[config.mk]
export PLATFORM = sky130hd
export DESIGN_NAME = e1_crc4_mf
export DESIGN_NICKNAME = d
export VERILOG_FILES = /design/src/rtl/e1crc_pkg.sv /design/src/rtl/e1crc_lfsr.sv /design/src/rtl/e1crc_tx.sv /design/src/rtl/e1crc_rx.sv /design/src/rtl/e1_crc4_mf.sv
export SDC_FILE = /design/constraint.sdc
export NUM_CORES = 1
export LEC_CHECK = 0
export ABC_AREA = 1
export CORE_MARGIN = 2
export CORE_UTILIZATION = 30
export CTS_BUF_LIST = sky130_fd_sc_hd__clkbuf_8
export CTS_CLUSTER_SIZE = 20
export DETAILED_ROUTE_END_ITERATION = 10
export SLEW_MARGIN = 20
export SYNTH_ARGS = -nofsm -noshare
export SYNTH_HDL_FRONTEND = slang
export SYNTH_SLANG_ARGS = --single-unit
[constraint.sdc]
create_clock -name clk -period 2.36 [get_ports clk]
set_clock_uncertainty 0.05 [all_clocks]
set_input_delay 0.708 -clock clk [delete_from_list [all_inputs] [get_ports clk]]
set_output_delay 0.708 -clock clk [all_outputs]
set_load 0.02 [all_outputs]
[src/rtl/e1crc_pkg.sv]
package e1crc_pkg;

  typedef enum logic [1:0] {
    SLOT_PAY,
    SLOT_CRC,
    SLOT_MFAS,
    SLOT_SPARE
  } slot_e;

  // Role of a bit given its frame number and bit position.
  function automatic slot_e slot_of(input int frame, input int bitpos, input int mf_frames);
    if (bitpos != 0)               return SLOT_PAY;
    if ((frame % 2) == 0)          return SLOT_CRC;
    if (frame < (mf_frames - 3))   return SLOT_MFAS;
    return SLOT_SPARE;
  endfunction

endpackage

[src/rtl/e1crc_lfsr.sv]
module e1crc_lfsr #(
  parameter int              CRC_W = 4,
  parameter logic [CRC_W-1:0] POLY = 4'b0011
) (
  input  logic             clk,
  input  logic             rst_n,
  input  logic             en,
  input  logic             din,
  input  logic             close,
  output logic [CRC_W-1:0] rem,
  output logic             rem_vld
);
  logic [CRC_W-1:0] st, nxt;
  logic             fb;

  always_comb begin
    fb  = din ^ st[CRC_W-1];
    nxt = {st[CRC_W-2:0], 1'b0} ^ (fb ? POLY : '0);
  end

  always_ff @(posedge clk) begin
    if (!rst_n) begin
      st      <= '0;
      rem     <= '0;
      rem_vld <= 1'b0;
    end else if (en) begin
      if (close) begin
        st      <= '0;
        rem     <= nxt;
        rem_vld <= 1'b1;
      end else begin
        st <= nxt;
      end
    end
  end

  AST_REM_HOLD: assert property (@(posedge clk) disable iff (!rst_n)
    !(en && close) |=> $stable(rem));

endmodule

[src/rtl/e1crc_tx.sv]
module e1crc_tx
  import e1crc_pkg::*;
#(
  parameter int               FRAME_BITS = 256,
  parameter int               MF_FRAMES  = 16,
  parameter int               CRC_W      = 4,
  parameter logic [CRC_W-1:0] POLY       = 4'b0011,
  parameter int               MFAS_W     = 6,
  parameter logic [MFAS_W-1:0] MFAS_PAT  = 6'b001011,
  localparam int              FW         = $clog2(MF_FRAMES),
  localparam int              BW         = $clog2(FRAME_BITS)
) (
  input  logic          clk,
  input  logic          rst_n,
  input  logic          beat,
  input  logic          din,
  input  logic [FW-1:0] frame,
  input  logic [BW-1:0] bitpos,
  input  logic          rep1,
  input  logic          rep2,
  output logic          dout
);
  localparam int SMF_FRAMES = MF_FRAMES / 2;
  localparam int CIW        = $clog2(CRC_W);
  localparam int MIW        = $clog2(MFAS_W);

  slot_e            kind;
  logic [CIW-1:0]   c_sel;
  logic [MIW-1:0]   m_sel;
  logic             smf_end;
  logic [CRC_W-1:0] rem;
  logic             rem_vld;

  always_comb begin
    kind    = slot_of(int'(frame), int'(bitpos), MF_FRAMES);
    c_sel   = CIW'(CRC_W - 1 - ((int'(frame) / 2) % CRC_W));
    m_sel   = MIW'(MFAS_W - 1 - (int'(frame) / 2));
    smf_end = (bitpos == BW'(FRAME_BITS - 1)) &&
              ((int'(frame) % SMF_FRAMES) == SMF_FRAMES - 1);
    unique case (kind)
      SLOT_CRC:   dout = rem[c_sel];
      SLOT_MFAS:  dout = MFAS_PAT[m_sel];
      SLOT_SPARE: dout = (int'(frame) == MF_FRAMES - 3) ? ~rep1 : ~rep2;
      default:    dout = din;
    endcase
  end

  e1crc_lfsr #(.CRC_W(CRC_W), .POLY(POLY)) u_crc (
    .clk     (clk),
    .rst_n   (rst_n),
    .en      (beat),
    .din     ((kind == SLOT_CRC) ? 1'b0 : dout),
    .close   (smf_end),
    .rem     (rem),
    .rem_vld (rem_vld)
  );

  AST_TX_ZERO_CRC: assert property (@(posedge clk) disable iff (!rst_n)
    (beat && kind == SLOT_CRC && !rem_vld) |-> !dout);

endmodule

[src/rtl/e1crc_rx.sv]
module e1crc_rx
  import e1crc_pkg::*;
#(
  parameter int               FRAME_BITS = 256,
  parameter int               MF_FRAMES  = 16,
  parameter int               CRC_W      = 4,
  parameter logic [CRC_W-1:0] POLY       = 4'b0011,
  localparam int              FW         = $clog2(MF_FRAMES),
  localparam int              BW         = $clog2(FRAME_BITS)
) (
  input  logic          clk,
  input  logic          rst_n,
  input  logic          beat,
  input  logic          din,
  input  logic [FW-1:0] frame,
  input  logic [BW-1:0] bitpos,
  output logic          err1,
  output logic          err2
);
  localparam int SMF_FRAMES = MF_FRAMES / 2;
  localparam int CIW        = $clog2(CRC_W);

  slot_e            kind;
  logic [CIW-1:0]   c_sel;
  logic             smf_end;
  logic             second_half;
  logic [CRC_W-1:0] cap;
  logic [CRC_W-1:0] rem;
  logic             rem_vld;
  logic             mism;

  always_comb begin
    kind        = slot_of(int'(frame), int'(bitpos), MF_FRAMES);
    c_sel       = CIW'(CRC_W - 1 - ((int'(frame) / 2) % CRC_W));
    smf_end     = (bitpos == BW'(FRAME_BITS - 1)) &&
                  ((int'(frame) % SMF_FRAMES) == SMF_FRAMES - 1);
    second_half = int'(frame) >= SMF_FRAMES;
    mism        = rem_vld && (cap != rem);
  end

  e1crc_lfsr #(.CRC_W(CRC_W), .POLY(POLY)) u_crc (
    .clk     (clk),
    .rst_n   (rst_n),
    .en      (beat),
    .din     ((kind == SLOT_CRC) ? 1'b0 : din),
    .close   (smf_end),
    .rem     (rem),
    .rem_vld (rem_vld)
  );

  always_ff @(posedge clk) begin
    if (!rst_n) begin
      cap  <= '0;
      err1 <= 1'b0;
      err2 <= 1'b0;
    end else if (beat) begin
      if (kind == SLOT_CRC) cap[c_sel] <= din;
      if (smf_end) begin
        if (second_half) err1 <= mism;
        else             err2 <= mism;
      end
    end
  end

  AST_FLAGS_HOLD: assert property (@(posedge clk) disable iff (!rst_n)
    !(beat && smf_end) |=> $stable({err1, err2}));

  AST_FIRST_CLEAN: assert property (@(posedge clk) disable iff (!rst_n)
    (beat && smf_end && !rem_vld) |=> (!err1 && !err2));

endmodule

[src/rtl/e1_crc4_mf.sv]
module e1_crc4_mf #(
  parameter int   FRAME_BITS = 256,
  parameter int   MF_FRAMES  = 16,
  parameter logic [3:0] POLY = 4'b0011,
  parameter logic [5:0] MFAS_PAT = 6'b001011,
  localparam int  FW = $clog2(MF_FRAMES),
  localparam int  BW = $clog2(FRAME_BITS)
) (
  input  logic          clk,
  input  logic          rst_n,
  input  logic          s_valid,
  output logic          s_ready,
  input  logic          s_data,
  input  logic [FW-1:0] s_frame,
  input  logic [BW-1:0] s_bitpos,
  output logic          m_valid,
  input  logic          m_ready,
  output logic          m_data,
  input  logic          rx_valid,
  input  logic          rx_bit,
  input  logic [FW-1:0] rx_frame,
  input  logic [BW-1:0] rx_bitpos,
  output logic          err_smf1,
  output logic          err_smf2
);
  localparam int CRC_W  = MF_FRAMES / 4;
  localparam int MFAS_W = MF_FRAMES / 2 - 2;

  logic tx_beat;

  assign s_ready = m_ready;
  assign m_valid = s_valid;
  assign tx_beat = s_valid && m_ready;

  e1crc_tx #(
    .FRAME_BITS (FRAME_BITS),
    .MF_FRAMES  (MF_FRAMES),
    .CRC_W      (CRC_W),
    .POLY       (POLY),
    .MFAS_W     (MFAS_W),
    .MFAS_PAT   (MFAS_PAT)
  ) u_tx (
    .clk    (clk),
    .rst_n  (rst_n),
    .beat   (tx_beat),
    .din    (s_data),
    .frame  (s_frame),
    .bitpos (s_bitpos),
    .rep1   (err_smf1),
    .rep2   (err_smf2),
    .dout   (m_data)
  );

  e1crc_rx #(
    .FRAME_BITS (FRAME_BITS),
    .MF_FRAMES  (MF_FRAMES),
    .CRC_W      (CRC_W),
    .POLY       (POLY)
  ) u_rx (
    .clk    (clk),
    .rst_n  (rst_n),
    .beat   (rx_valid),
    .din    (rx_bit),
    .frame  (rx_frame),
    .bitpos (rx_bitpos),
    .err1   (err_smf1),
    .err2   (err_smf2)
  );

endmodule

Yosys cells after proc, flatten, opt, wreduce, memory -nomap -nowiden
Memory sizes are Yosys's and may differ from the RTL's.
Index checks and enable logic that the tools add are counted.
{"block": "op_classes", "reduce_logical": 14, "n_mux": 38, "n_eq_ne": 10, "n_lt_le_gt_ge": 7, "bitwise_logic": 7, "add_sub_neg": 3}
{"op": "logical NOT 32 bit", "count": 2}
{"op": "2-to-1 mux 2 bit", "count": 14}
{"op": "2-to-1 mux 1 bit", "count": 18}
{"op": "equality test 8 bit, second input constant", "count": 2}
{"op": "nonzero test 8 bit", "count": 2}
{"op": "< comparator 4 bit, second input constant", "count": 2}
{"op": "2-to-1 mux 4 bit", "count": 2}
{"op": "XOR 4 x 2 -> 4 bit", "count": 2}
{"op": "equality test 3 x 1 -> 1 bit, second input constant", "count": 2}
{"op": "< comparator 2 x 3 -> 1 bit, second input constant", "count": 2}
{"op": "AND reduction 2 bit", "count": 3}
{"op": "AND reduction 3 bit", "count": 2}
{"op": "logical AND 1 bit", "count": 5}
{"op": "bitwise mux 4 bit", "count": 1}
{"op": "equality test 2 x 1 -> 1 bit, second input constant", "count": 2}
{"op": "equality test 2 bit, second input constant", "count": 2}
{"op": "equality test 4 x 3 -> 1 bit, second input constant", "count": 1}
{"op": ">= comparator 4 bit, second input constant", "count": 1}
{"op": "< comparator 3 x 4 -> 1 bit, second input constant", "count": 1}
{"op": "inequality test 4 bit", "count": 1}
{"op": "subtractor 2 bit, first input constant", "count": 2}
{"op": "inverter 1 bit", "count": 3}
{"op": "case mux 1 bit (3 select lines)", "count": 1}
{"op": "subtractor 3 bit, first input constant", "count": 1}
{"op": "other kinds (4)", "count": 5}
{"block": "word_totals", "regBits": 23, "out_inout_bits": 5, "romBits": 8, "input_bits": 31, "memories": 1, "word_cells": 88}
{"name": "(no name shown)", "words": 8, "word_bits": 1, "rd": 1, "rd_clocked_by_memory_dff": 0, "wr": 0, "line": "e1crc_tx.sv:42", "source": "SLOT_MFAS: dout = MFAS_PAT[m_sel];"}

Logic depth before layout (Yosys ltp)
{"block": "depth", "word_depth": 15, "depth_mapped": 12, "mapped_depth_nobuf": 12}

Hierarchy
Synthesis repeated with hierarchy kept, for this count alone.
{"block": "hier_totals", "cells_unflattened": 232, "hier_area_um2": 1441.4}
{"module": "e1crc_lfsr", "area_each_um2": 379.1, "cells_each": 50, "seq_area_each_um2": 180.2, "n_inst": 2}
{"module": "e1crc_rx", "area_each_um2": 449.2, "cells_each": 85, "seq_area_each_um2": 120.1, "n_inst": 1}
{"module": "e1crc_tx", "area_each_um2": 211.5, "cells_each": 43, "seq_area_each_um2": 0.0, "n_inst": 1}
{"module": "e1_crc4_mf", "area_each_um2": 22.5, "cells_each": 4, "seq_area_each_um2": 0.0, "n_inst": 1}

Least setup slack after synthesis
Ideal clock, no wire load.
{"block": "synth_path", "kind": "input to output", "startpoint": "input s_frame[2]", "endpoint": "output m_data", "stages": 7, "path_slack_ns": 0.177, "t_required_ns": 1.602, "t_arrival_ns": 1.425, "n_path_buf": 0, "path_cell_list": "ha_1 > nand2_1 > nand2_1 > nand3_2 > nand3_2 > nand2_1 > inv_1"}
{"block": "synth_via", "elab_chain_len": 9, "word_cells_on_any_way": 20, "cone_classes": "add/sub: 2; order compare: 1; eq/ne: 4; mux: 12; memory: 1"}
{"element": "start: declaration", "line": "e1_crc4_mf.sv:14", "source": "input logic [FW-1:0] s_frame,"}
{"element": "< comparator 4 bit", "line": "e1crc_pkg.sv:14", "source": "if (frame < (mf_frames - 3)) return SLOT_MFAS;"}
{"element": "2-to-1 mux 1 bit (2 in series)", "line": "e1crc_pkg.sv:14"}
{"element": "2-to-1 mux 1 bit", "line": "e1crc_pkg.sv:13", "source": "if ((frame % 2) == 0) return SLOT_CRC;"}
{"element": "2-to-1 mux 2 bit", "line": "e1crc_pkg.sv:15", "source": "return SLOT_SPARE;"}
{"element": "2-to-1 mux 2 bit", "line": "e1crc_pkg.sv:14"}
{"element": "2-to-1 mux 2 bit", "line": "e1crc_pkg.sv:13"}
{"element": "equality test 2 bit / equality test 2 x 1 -> 1 bit (equally long branches)", "line": "e1crc_tx.sv:40", "source": "unique case (kind)"}
{"element": "case mux 1 bit (3 select lines) (*)", "line": "e1crc_tx.sv:40"}
{"element": "end: declaration", "line": "e1_crc4_mf.sv:18", "source": "output logic m_data,"}
Every way passes the cells marked *; elsewhere a longest branch is shown, timed or not. The select of a mux whose other input is x is not followed.

Worst setup path in the final report
{"block": "layout_path", "startpoint": "input s_bitpos[3]", "endpoint": "output m_data"}
{"block": "layout_via", "elab_chain_len": 5, "word_cells_on_any_way": 7, "cone_classes": "eq/ne: 3; mux: 3; reduce/logical: 1"}
{"element": "start: declaration", "line": "e1_crc4_mf.sv:15", "source": "input logic [BW-1:0] s_bitpos,"}
{"element": "nonzero test 8 bit (*)", "line": "e1crc_pkg.sv:12", "source": "if (bitpos != 0) return SLOT_PAY;"}
{"element": "2-to-1 mux 1 bit (*)", "line": "e1crc_pkg.sv:12"}
{"element": "2-to-1 mux 2 bit (*)", "line": "e1crc_pkg.sv:13"}
{"element": "equality test 2 bit / equality test 2 x 1 -> 1 bit (equally long branches)", "line": "e1crc_tx.sv:40"}
{"element": "case mux 1 bit (3 select lines) (*)", "line": "e1crc_tx.sv:40"}
Every way passes the cells marked *; elsewhere a longest branch is shown, timed or not.

==> flow_summary.json <==
{
  "worstSetupEndpointType": "primary output",
  "syn_inst": 197,
  "cts_tree": "yes",
  "fmax_mhz": 434.4,
  "synth.avg_cell_area_um2": 6.974,
  "core_region_area_mm2": 0.004384,
  "status": "finished, final reports clean",
  "post-place-cells": 294,
  "dr.pass1.iters": 4,
  "via_count": 1365,
  "fin_crit_sh_pct": 97.55,
  "min_period_ns": 2.302,
  "fill_cells": 457,
  "muxShareOfSynthArea_pct": 0,
  "swShare_pct": 25.01,
  "tightest_slew_ns": 0.4694,
  "vdd_ir_drop_max_uv": 319.7,
  "critical_path_class": "input port to primary output",
  "diodes": 0,
  "r2r_cells": 16,
  "antenna_left": 0,
  "cts_sinks": 23,
  "io_pins": 36,
  "r2r_end": "u_tx.u_crc.rem[1]",
  "grt_start_max_net_pins": 16,
  "startpoint_type": "input port",
  "drive_above_1_share_pct": 25.78,
  "routedWlPerCell_um": 9.763,
  "ctsLongestPathBuffers": 2,
  "die_h_um": 71.67,
  "crit_fanout": 2,
  "required_ns": 1.60,
  "die_area_mm2": 0.005137,
  "antenna_found_initial": 0,
  "setup_viol": 0,
  "p_leak_nw": 0.8771,
  "ys_seq_elements": 23,
  "power_mw": 0.7910,
  "syn-num-nets": 229,
  "synth_top_family_by_area": "simple AND/OR/NAND/NOR gates",
  "synth_simple_gate_area_share_pct": 36.16,
  "dieWidth_um": 71.67,
  "cts.clk_slew.worst_paths_ns": 0.09,
  "p_per_area_mw_per_mm2": 399.4,
  "hp-class": "flip-flop to flip-flop",
  "grt_overflow": 0,
  "synthToLayoutAreaGrowth_pct": 44.17,
  "synth_seq_area_share_pct": 33.52,
  "crit_slowest_cell": "clkdlybuf4s15_1",
  "worst_slack_ns": 0.05785,
  "pwr-share-seq_pct": 50.2,
  "netlist_area_mm2": 0.001374,
  "path_cells": "clkdlybuf4s15_1 > inv_2 > nand4_4 > nor2_4 > nand3_2 > nand2_1 > inv_1 > buf_6",
  "rows": 24,
  "grt_pass1_wl_um": 5499,
  "grt_pass1_vias": 1295,
  "synth_compound_area_share_pct": 13.75,
  "synth_xor_area_share_pct": 2.550,
  "maxCapViolCount": 0,
  "track_usage_pct": 13.11,
  "viasPerCell": 4.432,
  "cpPeakStageDelay_ns": 0.17,
  "rrSetupSlack_ns": 0.41,
  "numPortBuffers": 35,
  "min_path_cells": 2,
  "drtIter0Drc": 38,
  "drc": 0,
  "layout.nets": 289,
  "fin_tns_setup_ns": 0,
  "hold_start": "u_rx.cap[2]",
  "ys_types": 28,
  "place_ws_ns": -0.8020,
  "combPwrFrac_pct": 19.6,
  "maxSlewViolCount": 0,
  "ys_warn_count": 0,
  "worstPathArrival_ns": 1.54,
  "cts_max_level": 1,
  "slew_headroom_pct": 68.67,
  "start_util_pct": 31.34,
  "finalWirelength_um": 3007,
  "finalNonFillerCells": 308,
  "clockRootBuffer": "clkbuf_8",
  "p_int_mw": 0.5931,
  "clk_latency_ns": 0.26,
  "min_to": "u_rx.cap[2]",
  "gp_congestion": 0.7271,
  "synth_adder_area_share_pct": 0.9107,
  "dp_hpwl_um": 2430,
  "finalHoldViolCount": 0,
  "cts_buffers": 3,
  "rsz0062_at_grt": "no",
  "r2r-start": "u_rx.err2",
  "p_switching_mw": 0.1978,
  "pwr-share-clk_pct": 30.2
}
-- cell usage after synthesis (all sizes together) --
cell / n / area, µm²
nand2: 44 / 172.7
inv: 43 / 161.4
dfxtp: 23 / 460.4
nand3: 17 / 110.1
a21oi: 16 / 83.83
nor2: 14 / 67.56
o21ai: 11 / 55.05
nand4: 7 / 80.07
nor3: 6 / 35.03
xnor2: 4 / 35.03
a211oi: 2 / 15.01
buf: 2 / 15.01
nor4: 2 / 25.02
a21o: 1 / 7.510
a41oi: 1 / 8.760
and3: 1 / 6.260
clkbuf: 1 / 3.750
ha: 1 / 12.51
o21bai: 1 / 18.77
-- cells in the final DEF (no fill, tap or decap), types with 2 or more instances in the layout --
master	n
inv_2	11
buf_4	23
nand2_1	41
a21oi_1	15
clkdlybuf4s15_1	4
o21ai_0	7
nand2_2	3
nor2_1	12
clkdlybuf4s50_1	20
nand4_4	2
clkbuf_2	5
dlygate4sd2_1	3
nand3_1	12
nand4_1	4
nand3_2	5
inv_1	32
nor4_2	2
nor3_1	5
buf_6	3
a211oi_1	2
xnor2_1	4
o21ai_1	3
nor2_4	2
clkbuf_8	3
dfxtp_1	23
-- state kept, by name (all words and copies together) (netlist names) --
register and flops:
u_rx.u_crc.rem_vld 1, u_rx.u_crc.st 4, u_tx.u_crc.rem 4, u_rx.err2 1, u_rx.err1 1, u_rx.cap 4, u_rx.u_crc.rem 4, u_tx.u_crc.st 4
-- timing repair --
action / in CTS / in global routing
hold buffers: 0 / 0
setup buffers: 8 / 2
pin swaps: 9 / 7
resized for setup: 31 / 17
setup endpoints to repair: 3 / 5
-- critical path: cells and delay by family --
family / cells / cell delay [ns]
simple gates: 4 / 0.42
buf+inv: 4 / 0.40
-- power by group through the flow --
stage | sequential (mW) | clock (mW) | combinational, mW
after global routing | 0.398 | 0.266 | 0.172
after detailed placement | 0.406 | 0 | 0.154
after CTS | 0.397 | 0.246 | 0.153
after floorplan | 0.405 | 0 | 0.0693
after global placement | 0.406 | 0 | 0.152
final | 0.397 | 0.239 | 0.155
-- metal layers --
layer | vias to the layer above | routed length, µm | GRT usage [%]
met5 | - | 0 | 0
met4 | 0 | 10 | 1.887
met3 | 2 | 94 | 3.235
met2 | 12 | 1443 | 22.53
met1 | 605 | 1459 | 16.97
li1 | 746 | - | -
-- worst max-delay path by stage --
| stage | start | end | slack [ns] |
|---|---|---|---|
| floorplan | s_frame[2] | m_data | 0.18 |
| global placement | s_frame[2] | m_data | -0.77 |
| detailed placement | s_frame[2] | m_data | -0.80 |
| CTS | s_bitpos[1] | m_data | -0.04 |
| global route | s_bitpos[3] | m_data | 0.004 |
| finish | s_bitpos[3] | m_data | 0.06 |
-- cell type report --
class | instances | area [µm²] | area share (%)
clock buffer | 3 | 41.29 | 2.085
clock inverter | 1 | 5.005 | 0.2527
inverter | 43 | 161.4 | 8.149
multi-input combinational | 128 | 749.5 | 37.84
sequential | 23 | 460.4 | 23.25
tap | 52 | 65.06 | 3.285
timing repair buffer | 58 | 498.0 | 25.14
-- per-stage QoR --
step / hold slack [ns] / utilization, % / cell area (µm²)
global route: 0.4315 / 45.18 / 1981
detailed placement: 0.4002 / 42.61 / 1868
global placement: 0.4027 / 42.61 / 1868
finish: 0.4129 / 45.18 / 1981
CTS: 0.4140 / 44.81 / 1964
floorplan: 0.3857 / - / 1374
-- cell families (layout without fill, tap and decap cells) --
kind of cell    Yosys count  after routing
fa+ha+maj                 1              1
buf+inv                  46            105
flops                    23             23
compound gates           32             32
xor+xnor                  4              4
simple gates             91             91
(Power assumes the default switching activity.)
